`config.mk`:
```
export PLATFORM = sky130hd
export DESIGN_NAME = irq_aggregator
export DESIGN_NICKNAME = d
export VERILOG_FILES = /design/src/rtl/irq_aggregator.sv
export SDC_FILE = /design/constraint.sdc
export NUM_CORES = 1
export LEC_CHECK = 0
export CAP_MARGIN = 5
export CORE_ASPECT_RATIO = 0.6
export CORE_MARGIN = 2
export CORE_UTILIZATION = 48
export DETAILED_ROUTE_END_ITERATION = 16
export MAX_ROUTING_LAYER = met4
export PLACE_DENSITY = 0.81
export SLEW_MARGIN = 20
export SYNTH_ARGS = -nofsm -noshare
export SYNTH_HDL_FRONTEND = slang
export SYNTH_SLANG_ARGS = --single-unit
```
`constraint.sdc`:
```
create_clock -name clk -period 5.1 [get_ports clk]
set_input_delay 1.53 -clock clk [delete_from_list [all_inputs] [get_ports clk]]
set_output_delay 1.53 -clock clk [all_outputs]
set_load 0.01 [all_outputs]
```
`src/rtl/irq_aggregator.sv`:
```
module irq_aggregator #(
  parameter int W = 8
) (
  input  logic         clk,
  input  logic         rst_n,
  input  logic         wr_en,
  input  logic [1:0]   addr,
  input  logic [W-1:0] wdata,
  output logic [W-1:0] rdata,
  input  logic [W-1:0] post_vec,
  input  logic [W-1:0] clr_vec,
  output logic         irq_o
);
  localparam int IW = 4;
  localparam logic [1:0] A_CMD  = 2'd0;
  localparam logic [1:0] A_MASK = 2'd1;
  localparam logic [1:0] A_SCMD = 2'd2;
  localparam logic [1:0] A_SMSK = 2'd3;

  logic [W-1:0] req_q, en_q, sec_q;
  logic [W-1:0] eoi_vec, req_d, en_d;
  logic [IW-1:0] eoi_idx;
  logic         irq_d;

  assign eoi_idx = wdata[IW-1:0];
  assign eoi_vec = (wr_en && addr == A_CMD && 32'(eoi_idx) < W)
                   ? (W'(1) << eoi_idx) : '0;
  assign req_d   = (req_q & ~clr_vec & ~eoi_vec) | post_vec;
  assign en_d    = (wr_en && addr == A_MASK) ? ~wdata : en_q;
  assign irq_d   = |(req_d & en_d);

  always_ff @(posedge clk) begin
    if (!rst_n) begin
      req_q <= '0;
      en_q  <= '0;
      sec_q <= '0;
      irq_o <= 1'b0;
    end else begin
      req_q <= req_d;
      en_q  <= en_d;
      if (wr_en && addr == A_SMSK) sec_q <= wdata;
      if (irq_d != irq_o) irq_o <= irq_d;
    end
  end

  always_comb begin
    case (addr)
      A_CMD:   rdata = req_q;
      A_MASK:  rdata = ~en_q;
      A_SCMD:  rdata = '0;
      default: rdata = sec_q;
    endcase
  end
endmodule

```
==> results_dict.tcl, run 1 <==
set metrics [dict create \
    arrival_ps 3150 \
    synth.net_count 172 \
    hold_start "sec_q[3]$_SDFFE_PN0P_" \
    gp_congestion 0.780 \
    drcViolationCount 0 \
    slowest_delay_ps 570 \
    fp.dieH_um 43.9 \
    crit_family "buffers and inverters" \
    dpl-instance-area_um2 1660 \
    grt_pass1_wl_um 5120 \
    p_leak_nw 0.685 \
    synth_top_family_by_area "simple AND/OR/NAND/NOR gates" \
    worstSetupPathType "primary input to output port" \
    ys_seq_area_share_pct 39.3 \
    synth_compound_area_share_pct 11.9 \
    final_antenna_net_count 0 \
    crit_chain "clkdlybuf4s50_1, and2_1, nand2_1, o21ai_0, clkdlybuf4s50_1" \
    dpl.hpwl_um 2270 \
    fin_crit_ps 4680 \
    clkTransAtPathRegs_ps 80 \
    cts.path.max_buffers 2 \
    synthMuxAreaShare_pct 15.2 \
    cp-end-kind "output port" \
    clk_latency_ps 260 \
    r2r_setup_slack_ps 3810 \
    io_buffers 37 \
    post_cts_resized 0 \
    post_cts_buffers 0 \
    grt_max_degree 26 \
    core_area_um2 2500 \
    maxCapViolCount 0 \
    power_density_nw_per_um2 241 \
    post-route-period-util_pct 91.7 \
    num_rows 14 \
    grt_pass1_vias 1096 \
    nNetsFinal 208 \
    synth_cells 143 \
    mostFrequentLayoutCell "clkdlybuf4s50_1" \
    clock-sinks 25 \
    maxSlewViolCount 0 \
    layout-drive-gt1-share_pct 6.18 \
    peakVddDrop_mv 0.211 \
    worstMarginPinSlew_ps 712 \
    ys_ff_latch 25 \
    required_ps 3570 \
    antenna_found_initial 0 \
    slew_headroom_pct 52.4 \
    numCtsBuffers 3 \
    tns_ps 0 \
    critPathSlowestCell "clkdlybuf4s50_1" \
    grt_overflow 0 \
    critPathMaxFanout 9 \
    min_to "sec_q[3]$_SDFFE_PN0P_" \
    wirelength_um 3190 \
    cts_root_buf "clkbuf_8" \
    vias_per_cell 5.39 \
    wire_per_inst_um 15.2 \
    finClkSkew_ps 1.71 \
    syn2layout_area_growth_pct 33.8 \
    drt_iter0_markers 54 \
    cp-start-kind "primary input" \
    synth-simple-area-share_pct 28.2 \
    synthXorXnorAreaFrac_pct 0 \
    path_buf_inv 2 \
    fmax_ghz 0.214 \
    syn_area_um2 1270 \
    cts_tree "yes" \
    die-area_um2 3100 \
    ios 38 \
    diodes 0 \
    htreeDepth 1 \
    hold_viol 0 \
    die_w_um 70.5 \
    r2r-start "req_q[3]$_SDFF_PN0_" \
    whs_path_depth 2 \
    hold_path.class "flip-flop to flip-flop" \
    rr_endpoint "irq_o$_SDFFE_PN0P_" \
    setup_violations 0 \
    grt_usage_pct 22.0 \
    first_pass_iters 4 \
    rsz0062_at_grt "no" \
    fin_area_um2 1710 \
    ys_warn_count 0 \
    r2r_cells 4 \
    cp_common_cell "clkdlybuf4s50_1" \
    avgSynthCellArea_um2 8.92 \
    initial_core_util_pct 50.9 \
    cts_hold_buf 0 \
    yosys.area_share.adder_pct 0 \
    vias 1131 \
    ys_types 20 \
    status "finished, final reports clean" \
    final_cell_mix "clkdlybuf4s50_1 (37), nor2b_1 (30), dfxtp_1 (25)" \
]
[flip-flops by register name (all words and copies together), names as in the netlist]
name	flops
req_q	8
en_q	8
sec_q	8
irq_o	1
[cell type report]
type,count,area (um2)
timing repair buffer,39,385
clock buffer,4,45.0
sequential,25,500
multi-input combinational,102,704
inverter,8,30.0
tap,32,40.0
fill,195,800
[worst reg2reg max path: stages (launching register included)]
cell,delay (ps)
dfxtp_1,320
nor2b_1,130
o22ai_1,180
o22ai_1,130
o41a_1,420
[cells in the mapped netlist, drive strengths merged]
cell | number | area, um2
nor2b | 30 | 188
dfxtp | 25 | 500
mux2i | 16 | 160
nand2 | 14 | 52.6
o21ai | 13 | 65.1
o22ai | 12 | 75.1
inv | 8 | 30.0
clkbuf | 5 | 18.8
or4b | 4 | 40.0
buf | 3 | 21.3
mux2 | 3 | 33.8
or4bb | 3 | 33.8
and2b | 2 | 15.0
and2 | 1 | 6.26
nand3b | 1 | 7.51
nand4b | 1 | 8.76
o41a | 1 | 11.3
or4 | 1 | 7.51
[power by group]
group          total [mW]  switching [mW]  internal, mW
Combinational      0.0863          0.0356        0.0507
Sequential          0.209         0.00429         0.205
Clock               0.115          0.0596        0.0558
[how the worst max path moves through the flow]
stage | from | end | slack [ps] | cells after the start
floorplan | addr[1] | rdata[0] | 1260 | 5
CTS | addr[1] | rdata[1] | 410 | 5
finish | addr[1] | rdata[1] | 420 | 5
detailed placement | addr[0] | rdata[1] | 430 | 5
global placement | addr[1] | rdata[2] | 490 | 5
global route | addr[0] | rdata[6] | 360 | 5
[through the flow]
step | hold slack (ps) | power, mW | std cells | setup WS, ps | util (%)
2_1_floorplan | 486 | 0.253 | 143 | 1260 | -
3_3_place_gp | 503 | 0.297 | 206 | 490 | 66.3
3_5_place_dp | 508 | 0.299 | 206 | 435 | 66.3
4_1_cts | 532 | 0.413 | 210 | 411 | 68.1
5_1_grt | 548 | 0.430 | 210 | 360 | 68.1
6_report | 534 | 0.411 | 210 | 422 | 68.1
[metal layers]
layer | vias to the layer above | track usage (%) | wire, um
li1 | 564 | - | -
met1 | 530 | 28.2 | 1490
met2 | 35 | 37.0 | 1480
met3 | 2 | 6.28 | 210
met4 | 0 | 1.13 | 10
met5 | - | - | 0
[cell families (layout without fill, tap and decap cells)]
| family | Yosys count | after routing |
|---|---|---|
| buf+inv | 16 | 51 |
| mux | 19 | 19 |
| compound gates | 26 | 26 |
| simple gates | 57 | 57 |
| flops | 25 | 25 |
Note: power is estimated with default switching activity, not from simulation.
==> run 2, diff against run 1 <==
--- a/config.mk
+++ b/config.mk
@@ -7,7 +7,6 @@
 export LEC_CHECK = 0
 export CAP_MARGIN = 5
 export CORE_ASPECT_RATIO = 0.6
-export CORE_MARGIN = 2
 export CORE_UTILIZATION = 48
 export DETAILED_ROUTE_END_ITERATION = 16
 export MAX_ROUTING_LAYER = met4
==> run 2 against run 1 <==
Effect of this change: count of clock-buffer cells in the layout decreased by 1; sequential share of layout area fell by 0.064 points; cell count is the same.
==> results_dict.tcl, run 2 (synthesis gave the netlist of run 1 again) <==
set metrics [dict create \
    grt_usage_pct 25.6 \
    comb_power_share_pct 20.8 \
    vias 1139 \
    initial_core_util_pct 50.9 \
    power_frac_seq_pct 50.1 \
    power_frac_clock_pct 29.1 \
    die_w_um 68.5 \
    grt_pass1_wl_um 5130 \
    grt_pass1_vias 1141 \
    cts_root_buf "clkbuf_8" \
    rsz0062_at_grt "no" \
    numCtsBuffers 3 \
    p_int_mw 0.311 \
    post_cts_resized 0 \
    reg_top3 "en_q: 8 flops, req_q: 8 flops, sec_q: 8 flops" \
    syn2layout_area_growth_pct 34.1 \
    layout-drive-gt1-share_pct 6.74 \
    mostFrequentLayoutCell "clkdlybuf4s50_1" \
    dpl.hpwl_um 2270 \
    wirelength_um 3160 \
    num_rows 14 \
    antenna_found_initial 0 \
    tns_ps 0 \
    maxCapViolCount 0 \
    critPathSlowestCell "clkdlybuf4s50_1" \
    hold_viol 0 \
    required_ps 3570 \
    hold_path.class "flip-flop to flip-flop" \
    p_switching_mw 0.106 \
    io_buffers 37 \
    power_density_nw_per_um2 244 \
    crit_family "buffers and inverters" \
    slew_headroom_pct 53.2 \
    maxSlewViolCount 0 \
    core_area_um2 2500 \
    arrival_ps 3150 \
    die-area_um2 2870 \
    crit_chain "clkdlybuf4s50_1, and2_1, nand2_1, o21ai_0, clkdlybuf4s50_1" \
    fin_area_um2 1710 \
    netSwitchingFraction_pct 25.5 \
    utilization_pct 68.2 \
    ios 38 \
    slowest_delay_ps 580 \
    nNetsFinal 208 \
    fill_cells 204 \
    clock-sinks 25 \
    worstSetupPathType "primary input to output port" \
    peakVddDrop_mv 0.188 \
    gp_congestion 0.756 \
    status "finished, final reports clean" \
    final_cell_mix "clkdlybuf4s50_1 (37), nor2b_1 (30), dfxtp_1 (25)" \
    wire_per_inst_um 15.1 \
    htreeDepth 1 \
    first_pass_iters 4 \
    setup_violations 0 \
    critPathMaxFanout 9 \
    post-route-period-util_pct 91.8 \
    cts_tree "yes" \
    worstMarginPinSlew_ps 700 \
    regArea_um2 500 \
    dpl-instance-area_um2 1660 \
    drt_iter0_markers 45 \
    clkTransAtPathRegs_ps 80 \
    multi_input_area_um2 704 \
    vias_per_cell 5.42 \
    cp-start-kind "primary input" \
    cp-end-kind "output port" \
    fin_crit_ps 4680 \
    finClkSkew_ps 6.29 \
    cp_common_cell "clkdlybuf4s50_1" \
    post_cts_buffers 0 \
    clk_latency_ps 280 \
    fmax_ghz 0.214 \
    final_antenna_net_count 0 \
    drcViolationCount 0 \
    diodes 0 \
    grt_max_degree 26 \
    p_leak_nw 0.684 \
    grt_overflow 0 \
    cts.path.max_buffers 2 \
    fp.dieH_um 41.9 \
    cts_hold_buf 0 \
    path_buf_inv 2 \
]
## run 2: cell types whose count changed in the layout (fill, tap and decap cells not counted)
cell / before / now
clkbuf_1: 1 / 0
clkinvlp_4: 0 / 1
## run 2: power by group through the flow
stage	clock network, mW	logic, mW	registers, mW
after detailed placement	0	0.0863	0.213
after global routing	0.131	0.0939	0.210
final	0.122	0.0866	0.209
after global placement	0	0.0837	0.213
after floorplan	0	0.0406	0.212
after CTS	0.124	0.0866	0.209
## run 2: worst min-delay path, delay by kind of cell (launching register included)
family	cells	cell delay, ps
muxes	1	70
and+or+nand+nor	1	90
DFF	1	330
## run 2: final cells by class
cell class | count | share of cell area [%]
Clock inverter | 1 | 0.439
Multi-Input combinational cell | 102 | 41.2
Sequential cell | 25 | 29.3
Tap cell | 32 | 2.34
Inverter | 8 | 1.76
Timing Repair Buffer | 39 | 22.5
Clock buffer | 3 | 2.42
## run 2: metal layers
| metal | GRT usage [%] | vias to the layer above | part of all wire (%) |
|---|---|---|---|
| met2 | 40.6 | 36 | 48 |
| met3 | 6.87 | 5 | 5.3 |
| met5 | - | - | 0 |
| li1 | - | 567 | - |
| met4 | 7.92 | 0 | 1.0 |
| met1 | 31.6 | 531 | 46 |
## run 2: worst paths after layout
check | start | endpoint | slack [ps] | cells past startpoint
hold reg to reg | sec_q[6]$_SDFFE_PN0P_ | sec_q[6]$_SDFFE_PN0P_ | 530 | 2
setup reg to reg | req_q[7]$_SDFF_PN0_ | irq_o$_SDFFE_PN0P_ | 3780 | 4
setup / recovery | addr[0] | rdata[1] | 420 | 5
hold / removal | sec_q[6]$_SDFFE_PN0P_ | sec_q[6]$_SDFFE_PN0P_ | 530 | 2
## run 2: through the flow
stage                     setup slack [ps]  std cells  hold slack [ps]  total power [mW]
after floorplan                       1260        143              486             0.253
after global placement                 501        206              501             0.296
after detailed placement               432        206              512             0.299
after CTS                              422        210              535             0.419
after global routing                   349        210              566             0.435
final                                  418        210              528             0.417
==> run 3, diff against run 2 <==
--- a/config.mk
+++ b/config.mk
@@ -15,3 +15,4 @@
 export SYNTH_ARGS = -nofsm -noshare
 export SYNTH_HDL_FRONTEND = slang
 export SYNTH_SLANG_ARGS = --single-unit
+export TNS_END_PERCENT = 20
==> results of run 3 <==
Same layout as run 2: the final DEF is identical, and so are final timing and power.
